### src/rtl/qdac_pkg.sv
package qdac_pkg;

    // Operation decoded from one sampled set of host pins.
    typedef enum logic [2:0] {
        OP_IDLE,        // chip deselected, no load
        OP_LATCH_IN,    // write the staging register only
        OP_PASS_THRU,   // write staging and converter registers together
        OP_READ,        // drive staging register onto the bus
        OP_UPDATE_ALL   // copy every staging register into its converter register
    } op_e;

endpackage

### src/rtl/qdac_sync.sv
module qdac_sync #(
    parameter int unsigned     WIDTH   = 1,
    parameter int unsigned     STAGES  = 2,
    parameter logic [WIDTH-1:0] RST_VAL = '0
) (
    input  logic             clk,
    input  logic             arst_n,
    input  logic [WIDTH-1:0] d_in,
    output logic [WIDTH-1:0] d_out
);

    logic [STAGES-1:0][WIDTH-1:0] chain_d, chain_q;

    always_comb begin
        chain_d[0] = d_in;
        for (int i = 1; i < STAGES; i++) begin
            chain_d[i] = chain_q[i-1];
        end
    end

    always_ff @(posedge clk or negedge arst_n) begin
        if (!arst_n) begin
            chain_q <= {STAGES{RST_VAL}};
        end else begin
            chain_q <= chain_d;
        end
    end

    assign d_out = chain_q[STAGES-1];

endmodule

### src/rtl/qdac_decode.sv
module qdac_decode
    import qdac_pkg::*;
#(
    parameter int unsigned NUM_CH = 4,
    localparam int unsigned SEL_W = $clog2(NUM_CH)
) (
    input  logic             cs_n,
    input  logic             load_n,
    input  logic             rd_wr,
    input  logic [SEL_W-1:0] sel,
    output op_e              op,
    output logic [NUM_CH-1:0] ch_hit
);

    // Per-channel address match, gated by chip select.
    for (genvar c = 0; c < NUM_CH; c++) begin : g_hit
        assign ch_hit[c] = !cs_n && (sel == SEL_W'(c));
    end

    always_comb begin
        if (!cs_n) begin
            if (rd_wr) begin
                op = OP_READ;            // load_n low with read is also a plain readback
            end else if (load_n) begin
                op = OP_LATCH_IN;
            end else begin
                op = OP_PASS_THRU;
            end
        end else begin
            op = load_n ? OP_IDLE : OP_UPDATE_ALL;
        end
    end

endmodule

### src/rtl/qdac_bank.sv
module qdac_bank
    import qdac_pkg::*;
#(
    parameter int unsigned NUM_CH = 4,
    parameter int unsigned DATA_W = 12,
    localparam int unsigned SEL_W = $clog2(NUM_CH)
) (
    input  logic                     clk,
    input  logic                     rst,
    input  logic                     mid_sel,
    input  op_e                      op,
    input  logic [NUM_CH-1:0]        ch_hit,
    input  logic [SEL_W-1:0]         sel,
    input  logic [DATA_W-1:0]        wr_data,
    output logic [NUM_CH*DATA_W-1:0] dac_words,
    output logic [DATA_W-1:0]        rd_data,
    output logic                     rd_oe
);

    localparam logic [DATA_W-1:0] MID_CODE = {1'b1, {(DATA_W-1){1'b0}}};

    typedef logic [NUM_CH-1:0][DATA_W-1:0] bankvec_t;
    typedef struct packed {
        bankvec_t in_r;
        bankvec_t dac_r;
    } state_t;

    state_t            st_d, st_q;
    logic [DATA_W-1:0] fill_code;

    assign fill_code = mid_sel ? MID_CODE : '0;

    always_comb begin
        st_d = st_q;
        if (rst) begin
            for (int c = 0; c < NUM_CH; c++) begin
                st_d.in_r[c]  = fill_code;
                st_d.dac_r[c] = fill_code;
            end
        end else begin
            case (op)
                OP_LATCH_IN: begin
                    for (int c = 0; c < NUM_CH; c++) begin
                        if (ch_hit[c]) st_d.in_r[c] = wr_data;
                    end
                end
                OP_PASS_THRU: begin
                    for (int c = 0; c < NUM_CH; c++) begin
                        if (ch_hit[c]) begin
                            st_d.in_r[c]  = wr_data;
                            st_d.dac_r[c] = wr_data;
                        end
                    end
                end
                OP_UPDATE_ALL: st_d.dac_r = st_q.in_r;
                default: ;
            endcase
        end
    end

    always_ff @(posedge clk) begin
        st_q <= st_d;
    end

    assign dac_words = st_q.dac_r;
    assign rd_oe     = (op == OP_READ) && !rst;
    assign rd_data   = rd_oe ? st_q.in_r[sel] : '0;

    // Deselected and idle: nothing moves.
    assert_idle_hold_R2: assert property (@(posedge clk) disable iff (rst)
        (op == OP_IDLE) |=> $stable(st_q))
        else $error("idle cycle changed register state");

    // Staging-only write leaves every converter register alone.
    assert_latch_only_R4: assert property (@(posedge clk) disable iff (rst)
        (op == OP_LATCH_IN) |=> $stable(st_q.dac_r))
        else $error("staging write disturbed a converter register");

    // Simultaneous update copies the previous staging contents.
    assert_update_all_R6: assert property (@(posedge clk) disable iff (rst)
        (op == OP_UPDATE_ALL) |=> (st_q.dac_r == $past(st_q.in_r)))
        else $error("simultaneous update mismatch");

    // Readback in any load state leaves all registers untouched.
    assert_read_hold_R9: assert property (@(posedge clk) disable iff (rst)
        (op == OP_READ) |=> $stable(st_q))
        else $error("readback changed register state");

    for (genvar c = 0; c < NUM_CH; c++) begin : g_chk
        // Transparent write reaches both ranks of the addressed channel.
        assert_pass_thru_R3: assert property (@(posedge clk) disable iff (rst)
            (op == OP_PASS_THRU && ch_hit[c]) |=>
                (st_q.in_r[c] == $past(wr_data) && st_q.dac_r[c] == $past(wr_data)))
            else $error("transparent write missed channel %0d", c);
    end

endmodule

### src/rtl/quad_dac_regbank.sv
module quad_dac_regbank
    import qdac_pkg::*;
#(
    parameter int unsigned DATA_W      = 12,
    parameter int unsigned NUM_CH      = 4,
    parameter int unsigned SYNC_STAGES = 2
) (
    input  logic                       clk,
    input  logic                       host_rst_n,
    input  logic                       rst_mid,
    input  logic [$clog2(NUM_CH)-1:0]  chan_sel,
    input  logic                       rd_wr,
    input  logic                       cs_n,
    input  logic                       load_n,
    input  logic [DATA_W-1:0]          data_in,
    output logic [DATA_W-1:0]          data_out,
    output logic                       data_oe,
    output logic [NUM_CH*DATA_W-1:0]   dac_word
);

    localparam int unsigned SEL_W = $clog2(NUM_CH);
    localparam int unsigned HB_W  = 3 + SEL_W + DATA_W;
    // Pipeline reset value: chip deselected, load inactive.
    localparam logic [HB_W-1:0] HB_IDLE = {2'b11, {(HB_W-2){1'b0}}};

    logic [HB_W-1:0]   hb_raw, hb_s;
    logic              rel_q, mid_s, rst_act;
    logic              s_cs_n, s_load_n, s_rd_wr;
    logic [SEL_W-1:0]  s_sel;
    logic [DATA_W-1:0] s_din;
    op_e               op;
    logic [NUM_CH-1:0] ch_hit;

    assign hb_raw = {cs_n, load_n, rd_wr, chan_sel, data_in};

    // Reset: asserts at once, releases after SYNC_STAGES clock edges.
    qdac_sync #(.WIDTH(1), .STAGES(SYNC_STAGES), .RST_VAL(1'b0)) u_rst_sync (
        .clk(clk), .arst_n(host_rst_n), .d_in(1'b1), .d_out(rel_q)
    );
    assign rst_act = !rel_q;

    // Host strobes, address and data travel together.
    qdac_sync #(.WIDTH(HB_W), .STAGES(SYNC_STAGES), .RST_VAL(HB_IDLE)) u_host_sync (
        .clk(clk), .arst_n(host_rst_n), .d_in(hb_raw), .d_out(hb_s)
    );

    // Reset level pin keeps sampling during reset.
    qdac_sync #(.WIDTH(1), .STAGES(SYNC_STAGES), .RST_VAL(1'b0)) u_mid_sync (
        .clk(clk), .arst_n(1'b1), .d_in(rst_mid), .d_out(mid_s)
    );

    assign s_din    = hb_s[DATA_W-1:0];
    assign s_sel    = hb_s[DATA_W +: SEL_W];
    assign s_rd_wr  = hb_s[DATA_W+SEL_W];
    assign s_load_n = hb_s[DATA_W+SEL_W+1];
    assign s_cs_n   = hb_s[DATA_W+SEL_W+2];

    qdac_decode #(.NUM_CH(NUM_CH)) u_decode (
        .cs_n(s_cs_n), .load_n(s_load_n), .rd_wr(s_rd_wr), .sel(s_sel),
        .op(op), .ch_hit(ch_hit)
    );

    qdac_bank #(.NUM_CH(NUM_CH), .DATA_W(DATA_W)) u_bank (
        .clk(clk), .rst(rst_act), .mid_sel(mid_s), .op(op), .ch_hit(ch_hit),
        .sel(s_sel), .wr_data(s_din), .dac_words(dac_word),
        .rd_data(data_out), .rd_oe(data_oe)
    );

    // Bus released during a readback cycle never coincides with converter motion.
    assert_read_quiet_R5: assert property (@(posedge clk) disable iff (rst_act)
        data_oe |=> $stable(dac_word))
        else $error("converter words moved during readback");

endmodule

### config.mk
export PLATFORM = sky130hd
export DESIGN_NAME = quad_dac_regbank
export DESIGN_NICKNAME = d
export VERILOG_FILES = /design/src/rtl/qdac_pkg.sv /design/src/rtl/qdac_sync.sv /design/src/rtl/qdac_decode.sv /design/src/rtl/qdac_bank.sv /design/src/rtl/quad_dac_regbank.sv
export SDC_FILE = /design/constraint.sdc
export NUM_CORES = 1
export LEC_CHECK = 0
export BUFFER_PORTS_ARGS = -buffer_cell sky130_fd_sc_hd__buf_4
export CAP_MARGIN = 40
export CORE_UTILIZATION = 45
export CTS_BUF_LIST = sky130_fd_sc_hd__clkbuf_2 sky130_fd_sc_hd__clkbuf_4 sky130_fd_sc_hd__clkbuf_8
export CTS_CLUSTER_DIAMETER = 30
export DETAILED_ROUTE_END_ITERATION = 12
export PLACE_DENSITY_LB_ADDON = 0.2
export SLEW_MARGIN = 20
export SYNTH_ARGS = -nofsm -noshare
export SYNTH_HDL_FRONTEND = slang
export SYNTH_HIERARCHICAL = 1
export SYNTH_SLANG_ARGS = --single-unit
### constraint.sdc
create_clock -name clk -period 4.6 [get_ports clk]
set_clock_uncertainty 0.1 [all_clocks]
set_input_delay 0.23 -clock clk [delete_from_list [all_inputs] [get_ports clk]]
set_output_delay 0.23 -clock clk [all_outputs]
set_load 0.05 [all_outputs]
==> results by group, run 1 <==
Place
  – Area after DPL: 0.00595 mm2
  – HPWL Detailed: 6490 um
  – Final GP Congestion: 0.744
  – Port-buffer cells: 80

Worst setup path
  – CP startpoint kind: flip-flop
  – Crit path max fanout: 8
  – Cell Chain, Critical Path: nor2_1 -> nor2_1 -> nand3b_1 -> buf_6 -> nor2b_1 -> buf_4
  – CP Class: reg2out
  – Register-to-register setup slack: 2.03 ns
  – Crit-path most repeated cell: nor2_1
  – CP max-delay cell: dfstp_2
  – Data arrival, critical path: 2.71 ns
  – Crit path largest cell delay: 0.54 ns
  – Worst endpoint required time: 4.27 ns
  – Worst setup EP type: primary output

Detailed routing
  – Vias: 2974
  – First-pass detailed-route iteration total: 5
  – WL final: 10400 um
  – DRT iter0 DRCs: 111
  – DRT antenna net count: 0
  – Drc violations: 0
  – WL/cell: 17.3 um
  – DR vias/cell: 4.97

STA
  – Sum of negative setup slack: 0 ns
  – Maximum clock rate: 329 MHz
  – Tcrit/Tclk final: 66.1%
  – Slew HR: 48.5%
  – Unrepaired setup endpoints after global routing: no
  – Crit path time final: 3.04 ns
  – Final hold viol count: 0
  – Worst Tran Pin Value: 0.773 ns
  – Final setup fails: 0
  – Final count of pins violating max slew: 0

Clock tree
  – Clk buf depth: 2
  – Root buf cell: clkbuf_8
  – Post-CTS Setup Inserts: 0
  – Clock Sinks: 134
  – Clock latency on the worst-skew pair: 0.44 ns
  – CTS buffer count: 17
  – CTS tree: done
  – Reg clk slew, reported paths: 0.07 ns
  – H-tree Lvls: 4
  – Cts repair resizes: 0

Synth
  – Top area cells in the synthesized netlist: edfxtp_1 (52%), dfrtp_1 (15%), buf_4 (6.7%)
  – Post-synthesis cell count: 375
  – Leading area contributor after synthesis: edfxtp_1
  – Syn Std Cell Area: 0.00553 mm2
  – Yosys cell types: 29
  – Syn avg cell area: 14.8 um2
  – Area share of the largest cell type after synthesis: 52.1%
  – Sequential share of the synthesized area: 69.4%
  – Warnings, synthesis: 6
  – Synthesized flop and latch total: 134

Floorplan
  – Die Ht: 113 um
  – Die area: 0.0127 mm2
  – I/O Pins: 81
  – Initial Utilization: 46.1%
  – Core area: 0.0120 mm2
  – Die width: 113 um
  – Row cnt: 40

GRT
  – Total congestion overflow: 0
  – Pin count of the biggest net entering global routing: 68
  – Vias in the first global route: 2996
  – Total Routing Usage GR: 17.6%
  – First-pass GRT wire length: 16000 um
  – Initial antenna violation count: 0

Pwr
  – Final Power: 0.00292 W
  – Maximum vdd drop: 0.000178 V
  – PwrDens: 443 mW/mm2
  – Lkg Pwr: 2.58 nW

Cells and area
  – Commonest non-fill, non-tap cell in the layout: edfxtp_1
  – Area growth syn-to-layout: 19.3%
  – NumNets Final: 458
  – Layout cells sized above 1: 35.0%
  – Commonest non-fill, non-tap cells in the layout: edfxtp_1 (96), buf_4 (84), nand2_1 (49)
  – Design area: 0.00660 mm2
  – Antenna diode count: 0

Worst hold path
  – Worst Hold Class: in2async

Outcome
  – Status: complete, no violations

Run
  – MaxCap Viol Count: 0
layer usage:
layer,GRT usage [%],vias to the layer above,routed length (um)
met4,9.04,0,193
met2,27.4,92,5050
met1,22.9,1464,4560
li1,-,1405,-
met3,4.87,13,570
met5,0,-,0
final timing paths:
check,cells after the start,end,start
max,6,data_out[9],u_host_sync/d_out[15]
min,2,u_host_sync/chain_d[28],host_rst_n
max reg2reg,5,u_bank/st_q[74],u_host_sync/d_out[15]
min reg2reg,0,u_host_sync/d_out[8],u_host_sync/chain_d[25]
max in group asynchronous,2,u_host_sync/chain_d[33],host_rst_n
min in group clk,0,u_host_sync/d_out[8],u_host_sync/chain_d[25]
where the power goes:
group / switching [W] / total, W / internal, W / leakage (nW)
sequential: 0.0000432 / 0.00145 / 0.00140 / 1.40
clock: 0.000439 / 0.00111 / 0.000673 / 0.235
combinational: 0.000238 / 0.000362 / 0.000124 / 0.943
critical path: cells and delay by family, from the launching register on:
kind                   cells  cell delay (ns)
buffers and inverters      2             0.52
AND/OR/NAND/NOR            4             1.21
flip-flops                 1             0.54
state kept, by name, indices dropped and copies added, names as in the netlist:
| signal | count |
|---|---|
| u_rst_sync/d_out | 1 |
| u_mid_sync/d_out | 1 |
| u_mid_sync/chain_d | 1 |
| u_rst_sync/chain_d | 1 |
| u_bank/dac_words | 48 |
| u_host_sync/chain_d | 17 |
| u_bank/st_q | 48 |
| u_host_sync/d_out | 17 |
Yosys cell counts:
cell type  number
edfxtp_1       96
buf_4          49
nand2_1        49
a21oi_1        45
dfrtp_1        34
nor2b_1        26
nand2_4        10
a21oi_2         9
mux4_2          9
clkbuf_1        7
a21o_1          4
buf_2           4
buf_6           4
dfstp_2         4
o21bai_1        4
inv_1           3
mux4_1          3
nor2_1          3
nor3b_1         2
and2b_1         1
and3b_1         1
buf_8           1
conb_1          1
mux2_2          1
nand3b_1        1
nor3_1          1
nor3b_2         1
or3b_4          1
xnor2_1         1
per-stage QoR:
| stage | hold slack [ns] | setup slack [ns] | utilization [%] | cells |
|---|---|---|---|---|
| final | 0.198 | 1.56 | 54.9 | 598 |
| after global routing | 0.235 | 1.37 | 54.9 | 598 |
| after CTS | 0.205 | 1.53 | 54.9 | 598 |
| after detailed placement | 0.137 | 2.02 | 49.5 | 547 |
| after global placement | 0.128 | 1.86 | 49.1 | 543 |
| after floorplan | -0.166 | 2.34 | - | 377 |
area by class of cell:
class / count / area, um2
fill: 986 / 5410
sequential: 134 / 3840
multi-input combinational: 175 / 1230
timing repair buffer: 107 / 873
clock buffer: 20 / 263
clock inverter: 12 / 199
tap: 147 / 184
inverter: 3 / 11.3
kinds of logic after synthesis:
kind of cell | Yosys count | share of synthesized area (%)
DFF | 134 | 69.4
AOI/OAI and AO/OA | 62 | 6.58
xor gates and xnor gates | 1 | 0.158
and+or+nand+nor | 96 | 9.73
other | 1 | 0.0678
muxes | 13 | 5.29
buffers and inverters | 68 | 8.78
timing repair:
item                                    CTS  global route
hold buffers                             19             0
endpoints found under the hold margin    53             0
endpoints found under the setup margin    0             0
No activity file was read; power rests on OpenSTA's default activity.
==> run 2: changes to the inputs <==
Settings changed: ABC_AREA from default to 1.
Clock period 4.6 ns to 2.66 ns, I/O delays scaled along.
==> run 2 against run 1 <==
  * Clock power increased by 48%
  * Critical path depth unchanged
  * Worst setup slack worse by 1.4 ns
  * Die area rose by 2.6%
  * Synthesized cell count is 39% higher
  * Hold slack got worse by 0.12 ns
  * Non-clock buffer count rose by 5
  * Largest power group unchanged
  * Highest routed layer unchanged
==> results by group, run 2 <==
Synth
  – Area share of the largest cell type after synthesis: 50.8% (-1.3 points)
  – Syn avg cell area: 10.9 um2 (-26%)
  – Leading area contributor after synthesis: edfxtp_1
  – Top area cells in the synthesized netlist: edfxtp_1 (51%), dfrtp_1 (15%), nand2_1 (7.3%)
  – Top cells by count, synth: nand2_1 (111), edfxtp_1 (96), nand3_1 (62)
  – Sequential share of the synthesized area: 67.6% (-1.8 points)
  – Number of flops mapped to enable cells by yosys: 96 (unchanged)
  – Syn Std Cell Area: 0.00568 mm2 (+2.6%)
  – Count leader, synth: nand2_1
  – Warnings, synthesis: 6 (unchanged)
  – Post-synth top flop: edfxtp_1
  – Post-synthesis cell count: 521 (+39%)
  – Yosys cell types: 17 (-41%)
  – Ys async rst share: 28.4% (unchanged)
  – Synthesized flop and latch total: 134 (unchanged)

Place
  – Final GP Congestion: 0.862 (+16%)
  – HPWL Detailed: 8340 um (+29%)
  – Port-buffer cells: 80 (unchanged)

Floorplan
  – I/O Pins: 81 (unchanged)
  – Core area: 0.0122 mm2 (+1.3%)
  – Die Ht: 114 um (+1.3%)
  – Row cnt: 40 (unchanged)
  – Die area: 0.0131 mm2 (+2.6%)
  – Die width: 114 um (+1.3%)
  – Initial Utilization: 46.7% (+0.61 points)

Clock tree
  – Post-CTS Setup Inserts: 0 (unchanged)
  – CTS buffer count: 17 (unchanged)
  – Clk buf depth: 2 (unchanged)
  – Clock Sinks: 134 (unchanged)
  – CTS tree: done
  – Reg clk slew, reported paths: 0.07 ns (about the same)
  – H-tree Lvls: 4 (unchanged)
  – Clock latency on the worst-skew pair: 0.42 ns (-0.02 ns)
  – Root buf cell: clkbuf_8

STA
  – Unrepaired setup endpoints after global routing: no
  – WHS: 0.0821 ns (-0.116 ns)
  – Crit path time final: 2.49 ns
  – Maximum clock rate: 402 MHz
  – Sum of negative setup slack: 0 ns (unchanged)
  – Worst Tran Pin Value: 0.621 ns (-0.152 ns)
  – Tcrit/Tclk final: 93.4%
  – Final hold viol count: 0 (unchanged)
  – Final count of pins violating max slew: 0 (unchanged)
  – Slew HR: 58.5% (+10 points)
  – Final setup fails: 0 (unchanged)

Cells and area
  – Reg area: 0.00384 mm2 (unchanged)
  – Antenna diode count: 0 (unchanged)
  – Filler instances: 1065 (+8.0%)
  – NumNets Final: 599 (+31%)
  – Commonest non-fill, non-tap cell in the layout: nand2_1
  – Commonest non-fill, non-tap cells in the layout: nand2_1 (111), edfxtp_1 (96), buf_4 (93)
  – Footprint of the multi-input gates: 0.00114 mm2 (-6.8%)
  – Layout cells sized above 1: 22.5% (-13 points)
  – Area growth syn-to-layout: 17.4%

Detailed routing
  – Vias: 3713 (+25%)
  – WL final: 11800 um (+14%)
  – First-pass detailed-route iteration total: 10 (+5)
  – Drc violations: 0 (unchanged)
  – WL/cell: 15.5 um (-11%)
  – DR vias/cell: 4.89 (-1.8%)
  – DRT antenna net count: 0 (unchanged)
  – DRT iter0 DRCs: 480 (+330%)

Worst setup path
  – Crit path from: u_host_sync/d_out[15]
  – Reg2reg path depth: 8 (+3)
  – CP startpoint kind: flip-flop
  – Worst endpoint required time: 2.43 ns (-1.84 ns)
  – Reg2Reg Launch Point: u_host_sync/d_out[15]
  – Crit path max fanout: 8 (unchanged)
  – Data arrival, critical path: 2.25 ns (-0.46 ns)
  – Worst setup EP type: primary output
  – CP Class: reg2out

GRT
  – Total Routing Usage GR: 19.0% (+1.4 points)
  – Vias in the first global route: 3379 (+13%)
  – Total congestion overflow: 0 (unchanged)
  – Initial antenna violation count: 0 (unchanged)
  – Pin count of the biggest net entering global routing: 49 (-28%)
  – First-pass GRT wire length: 18200 um (+14%)

Pwr
  – Lkg Pwr: 2.93 nW (+14%)
  – PwrDens: 744 mW/mm2 (+68%)
  – Maximum vdd drop: 0.000300 V (+68%)

Outcome
  – Status: complete, no violations

Worst hold path
  – Worst Hold Class: in2async

Run
  – MaxCap Viol Count: 0 (unchanged)
[run 2: cell types whose count changed after synthesis, sizes merged, moves of 3 or more]
cell / before / now
nand3: 0 / 62
nand2: 59 / 111
inv: 3 / 51
nor2b: 26 / 0
nor2: 3 / 28
mux4: 12 / 0
buf: 58 / 69
a21o: 4 / 0
o21bai: 4 / 0
a21oi: 54 / 57
nor3b: 3 / 0
[run 2: metrics by stage]
step	instance area [um2]	std cells	total power [W]	utilization [%]	setup WS (ns)
floorplan	5680	523	0.00317	-	0.530
global placement	6050	705	0.00332	49.8	0.316
detailed placement	6080	708	0.00334	50.0	0.341
CTS	6660	759	0.00499	54.7	0.145
global route	6670	760	0.00516	54.8	0.0296
finish	6670	760	0.00496	54.8	0.174
[run 2: cell families (layout without fill, tap and decap cells)]
family | Yosys count | after routing | synth area share (%)
AO/OA/AOI/OAI | 57 | 57 | 5.03
flip-flops | 134 | 134 | 67.6
other | 1 | 3 | 0.0661
buffers and inverters | 126 | 195 | 12.4
AND/OR/NAND/NOR | 203 | 203 | 14.9
[run 2: cell type report]
class | instances | share of cell area, %
clock buffer | 23 | 4.37
tap | 168 | 3.15
timing repair buffer | 112 | 13.3
clock inverter | 9 | 1.50
sequential | 134 | 57.6
inverter | 51 | 2.87
multi-input combinational | 263 | 17.2
[run 2: metal layers]
metal	vias to the layer above	global-route usage, %	part of all wire (%)
li1	1789	-	-
met1	1706	28.8	47
met2	198	25.7	42
met3	20	5.29	8.6
met4	0	7.79	1.9
met5	-	0	0
[run 2: worst paths after layout]
check / to / slack (ns)
worst max-delay path: data_out[6] / 0.17
worst min-delay path: u_host_sync/chain_d[24] / 0.08
worst max register to register: u_bank/dac_words[2] / 0.55
worst min register to register: u_mid_sync/d_out / 0.25
max in group asynchronous: u_host_sync/chain_d[32] / 2.03
min in group clk: u_mid_sync/d_out / 0.25
[run 2: worst max-delay path: stages (launching register included)]
cell	delay (ns)
dfstp_2	0.55
nor2_1	0.05
nor2_1	0.18
nand4_1	0.30
buf_4	0.28
a21oi_1	0.23
buf_4	0.25
[run 2: what timing repair did]
item / CTS / global route
hold buffers: 19 / 0
endpoints found under the hold margin: 54 / 0
resized for setup: 0 / 0
[run 2: where the power goes]
group / internal, W / switching, W
registers: 0.00247 / 0.0000938
logic: 0.000210 / 0.000548
clock network: 0.000918 / 0.000720
total: 0.00360 / 0.00136
==> run 3: changes to the inputs <==
Settings changed: CAP_MARGIN 40 to default, SYNTH_HIERARCHICAL 1 to default.
==> run 3 against run 2 <==
  * The run now ends with DRC left
  * Die area fell by 3.8%
  * Cell count fell by 8.0%
  * Synthesized area fell by 3.8%
  * Maximum frequency rose by 13%
  * Sequential power barely moved
  * Critical endpoint is now data_out[0]
  * Largest power group unchanged
==> results by group, run 3 <==
Synth
  – Post-synth top flop: edfxtp_1
  – Syn Std Cell Area: 0.00546 mm2 (-3.8%)
  – Number of flops mapped to enable cells by yosys: 96 (unchanged)
  – Sequential share of the synthesized area: 70.1% (+2.5 points)
  – Synthesized flop and latch total: 134 (unchanged)
  – Ys async rst share: 26.9% (-1.5 points)
  – Post-synthesis cell count: 478 (-8.3%)
  – Warnings, synthesis: 0 (-6)
  – Area share of the largest cell type after synthesis: 52.8% (+2.0 points)
  – Yosys cell types: 19 (+2)
  – Count leader, synth: nand2_1
  – Synthesized Nets: 498
  – Top area cells in the synthesized netlist: edfxtp_1 (53%), dfrtp_1 (15%), nand2_1 (9.1%)
  – Leading area contributor after synthesis: edfxtp_1
  – Syn avg cell area: 11.4 um2 (+4.8%)
  – Top cells by count, synth: nand2_1 (132), edfxtp_1 (96), buf_4 (52)

Run
  – MaxCap Viol Count: 0 (unchanged)

Worst setup path
  – Cell Chain, Critical Path: inv_1 -> buf_4 -> nand3_1 -> nand2_1 -> nor2_1 -> nor2_1 -> buf_4
  – Reg2reg path depth: 4 (-4)
  – Reg2Reg Launch Point: u_host_sync.d_out[16]
  – Crit path max fanout: 12 (+4)
  – Worst endpoint required time: 2.43 ns (about the same)
  – Crit path from: u_host_sync.d_out[12]
  – Crit path largest cell delay: 0.61 ns (+0.06 ns)
  – CP endpoint: data_out[0]
  – CP Class: reg2out
  – CP max-delay cell: dfrtp_1
  – Worst setup EP type: primary output
  – Data arrival, critical path: 1.97 ns (-0.28 ns)
  – CP startpoint kind: flip-flop
  – Worst r2r dst: u_bank.st_q[93]
  – Register-to-register setup slack: 0.70 ns (+0.15 ns)

Clock tree
  – Root buf cell: clkbuf_8
  – Clk buf depth: 2 (unchanged)
  – Cts repair resizes: 0 (unchanged)
  – H-tree Lvls: 4 (unchanged)
  – Clock Sinks: 134 (unchanged)
  – Reg clk slew, reported paths: 0.07 ns (about the same)
  – CTS tree: done
  – Clock latency on the worst-skew pair: 0.42 ns (about the same)
  – CTS buffer count: 17 (unchanged)

Pwr
  – Internal: 0.00366 W (+1.6%)
  – Clk pwr share: 35.3% (+2.3 points)
  – Sw Ratio: 27.2% (-0.24 points)
  – NetSw: 0.00137 W (+0.42%)
  – Final Power: 0.00502 W (+1.3%)
  – Combinational share of power: 14.4% (-0.9 points)
  – Maximum vdd drop: 0.000347 V (+16%)
  – Lkg Pwr: 2.85 nW (-3.0%)
  – PwrDens: 772 mW/mm2 (+3.7%)
  – Sequential share of power: 50.3% (-1.4 points)

Cells and area
  – Antenna diode count: 0 (unchanged)
  – Commonest non-fill, non-tap cells in the layout: nand2_1 (132), buf_4 (99), edfxtp_1 (96)
  – Area growth syn-to-layout: 19.2%
  – NumNets Final: 564 (-5.8%)
  – Layout cells sized above 1: 24.3% (+1.8 points)
  – Commonest non-fill, non-tap cell in the layout: nand2_1

Place
  – Final GP Congestion: 0.874 (+1.4%)
  – Port-buffer cells: 80 (unchanged)
  – HPWL Detailed: 8300 um (-0.44%)

STA
  – Final hold viol count: 0 (unchanged)
  – Maximum clock rate: 454 MHz (+13%)
  – Worst Tran Pin Value: 0.653 ns (+0.0321 ns)
  – Final count of pins violating max slew: 0 (unchanged)
  – Unrepaired setup endpoints after global routing: no
  – Slew HR: 56.3% (-2.2 points)
  – Sum of negative setup slack: 0 ns (unchanged)
  – Tcrit/Tclk final: 82.9% (-11 points)
  – Crit path time final: 2.20 ns (-0.282 ns)
  – Final setup fails: 0 (unchanged)

GRT
  – Global Route met3 Usage: 5.83% (+0.54 points)
  – Initial antenna violation count: 0 (unchanged)
  – First-pass GRT wire length: 19300 um (+6.2%)
  – Pin count of the biggest net entering global routing: 37 (-24%)
  – Vias in the first global route: 3532 (+4.5%)
  – Total Routing Usage GR: 21.0% (+2.0 points)
  – Met2 GRT Util: 34.1% (+8.4 points)
  – GR peak layer: met2
  – Met1 Track Usage GR: 26.8% (-2.1 points)
  – Total congestion overflow: 0 (unchanged)

Floorplan
  – I/O Pins: 81 (unchanged)
  – Die width: 112 um (-1.9%)
  – Die Ht: 112 um (-1.9%)
  – Core area: 0.0116 mm2 (-4.5%)
  – Die area: 0.0126 mm2 (-3.8%)
  – Row cnt: 39 (-2.5%)
  – Initial Utilization: 47.0% (+0.34 points)

Detailed routing
  – First-pass detailed-route iteration total: 10 (unchanged)
  – DR vias/cell: 5.12 (+4.9%)
  – Vias: 3582 (-3.5%)
  – Drc violations: 5 (+5)
  – WL/cell: 17.9 um (+15%)
  – DRT iter0 DRCs: 228 (-53%)
  – DRT antenna net count: 0 (unchanged)
  – WL final: 12500 um (+6.1%)

Outcome
  – Status: complete, but fails checks
  – Failing checks: DRC

Worst hold path
  – Worst Hold Class: in2async
==> run 3: cell types whose count changed after synthesis, sizes merged, moves of 4 or more <==
cell,previous run,this run
a21oi,57,44
inv,51,23
o21ai,0,4
nand2,111,132
buf,69,65
nand3,62,37
==> run 3: timing repair <==
item                                   4_1_cts  5_1_grt
endpoints found under the hold margin       54        0
setup endpoints to repair                    0        0
setup buffers                                0        0
hold buffers                                19        0
==> run 3: worst max-delay path: cells and delay by family (launching register included) <==
family | cells | cell delay [ns]
buf+inv | 3 | 0.57
simple gates | 4 | 0.35
flops | 1 | 0.61
==> run 3: layout make-up <==
cell class	count	area, um2
fill	1005	5100
tap	143	179
clock buffer	17	234
sequential	134	3830
multi-input combinational	250	1060
clock inverter	14	185
inverter	23	86.3
timing repair buffer	118	933
==> run 3: routing by layer <==
layer,share of wire [%],wire length (um)
met3,6.6,823
met2,49,6180
met4,2.3,290
met1,42,5200
met5,0,0
==> run 3: worst min path at each step <==
stage / start / to / slack (ns) / cells past startpoint
after floorplan: host_rst_n / u_host_sync.chain_d[17] / -0.26 / 0
after detailed placement: host_rst_n / u_host_sync.chain_d[30] / 0.02 / 1
after global routing: host_rst_n / u_rst_sync.d_out / 0.13 / 2
after global placement: host_rst_n / u_host_sync.chain_d[30] / 0.02 / 1
final: host_rst_n / u_host_sync.d_out[8] / 0.11 / 2
after CTS: host_rst_n / u_rst_sync.chain_d[1] / 0.10 / 2
==> run 3: power by group through the flow <==
stage | sequential (W) | clock [W] | combinational [W]
floorplan | 0.00253 | 0 | 0.000561
global placement | 0.00257 | 0 | 0.000694
detailed placement | 0.00257 | 0 | 0.000701
CTS | 0.00253 | 0.00181 | 0.000725
global route | 0.00254 | 0.00190 | 0.000764
finish | 0.00253 | 0.00177 | 0.000722
==> run 3: stage by stage <==
step	hold slack [ns]	cells	setup WS, ns	util, %	cell area [um2]
2_1_floorplan	-0.263	478	0.423	-	5460
3_3_place_gp	0.0196	649	0.746	50.8	5900
3_5_place_dp	0.0248	649	0.733	50.8	5900
4_1_cts	0.104	699	0.459	56.0	6510
5_1_grt	0.129	699	0.302	56.0	6510
6_report	0.111	699	0.456	56.0	6510
==> run 3: cell families (layout without fill, tap and decap cells) <==
group / Yosys count / in the layout / synth area share (%)
compound gates: 48 / 48 / 4.40
flops: 134 / 134 / 70.1
buf+inv: 94 / 172 / 10.4
simple gates: 201 / 201 / 15.0
other cells: 1 / 1 / 0.0687
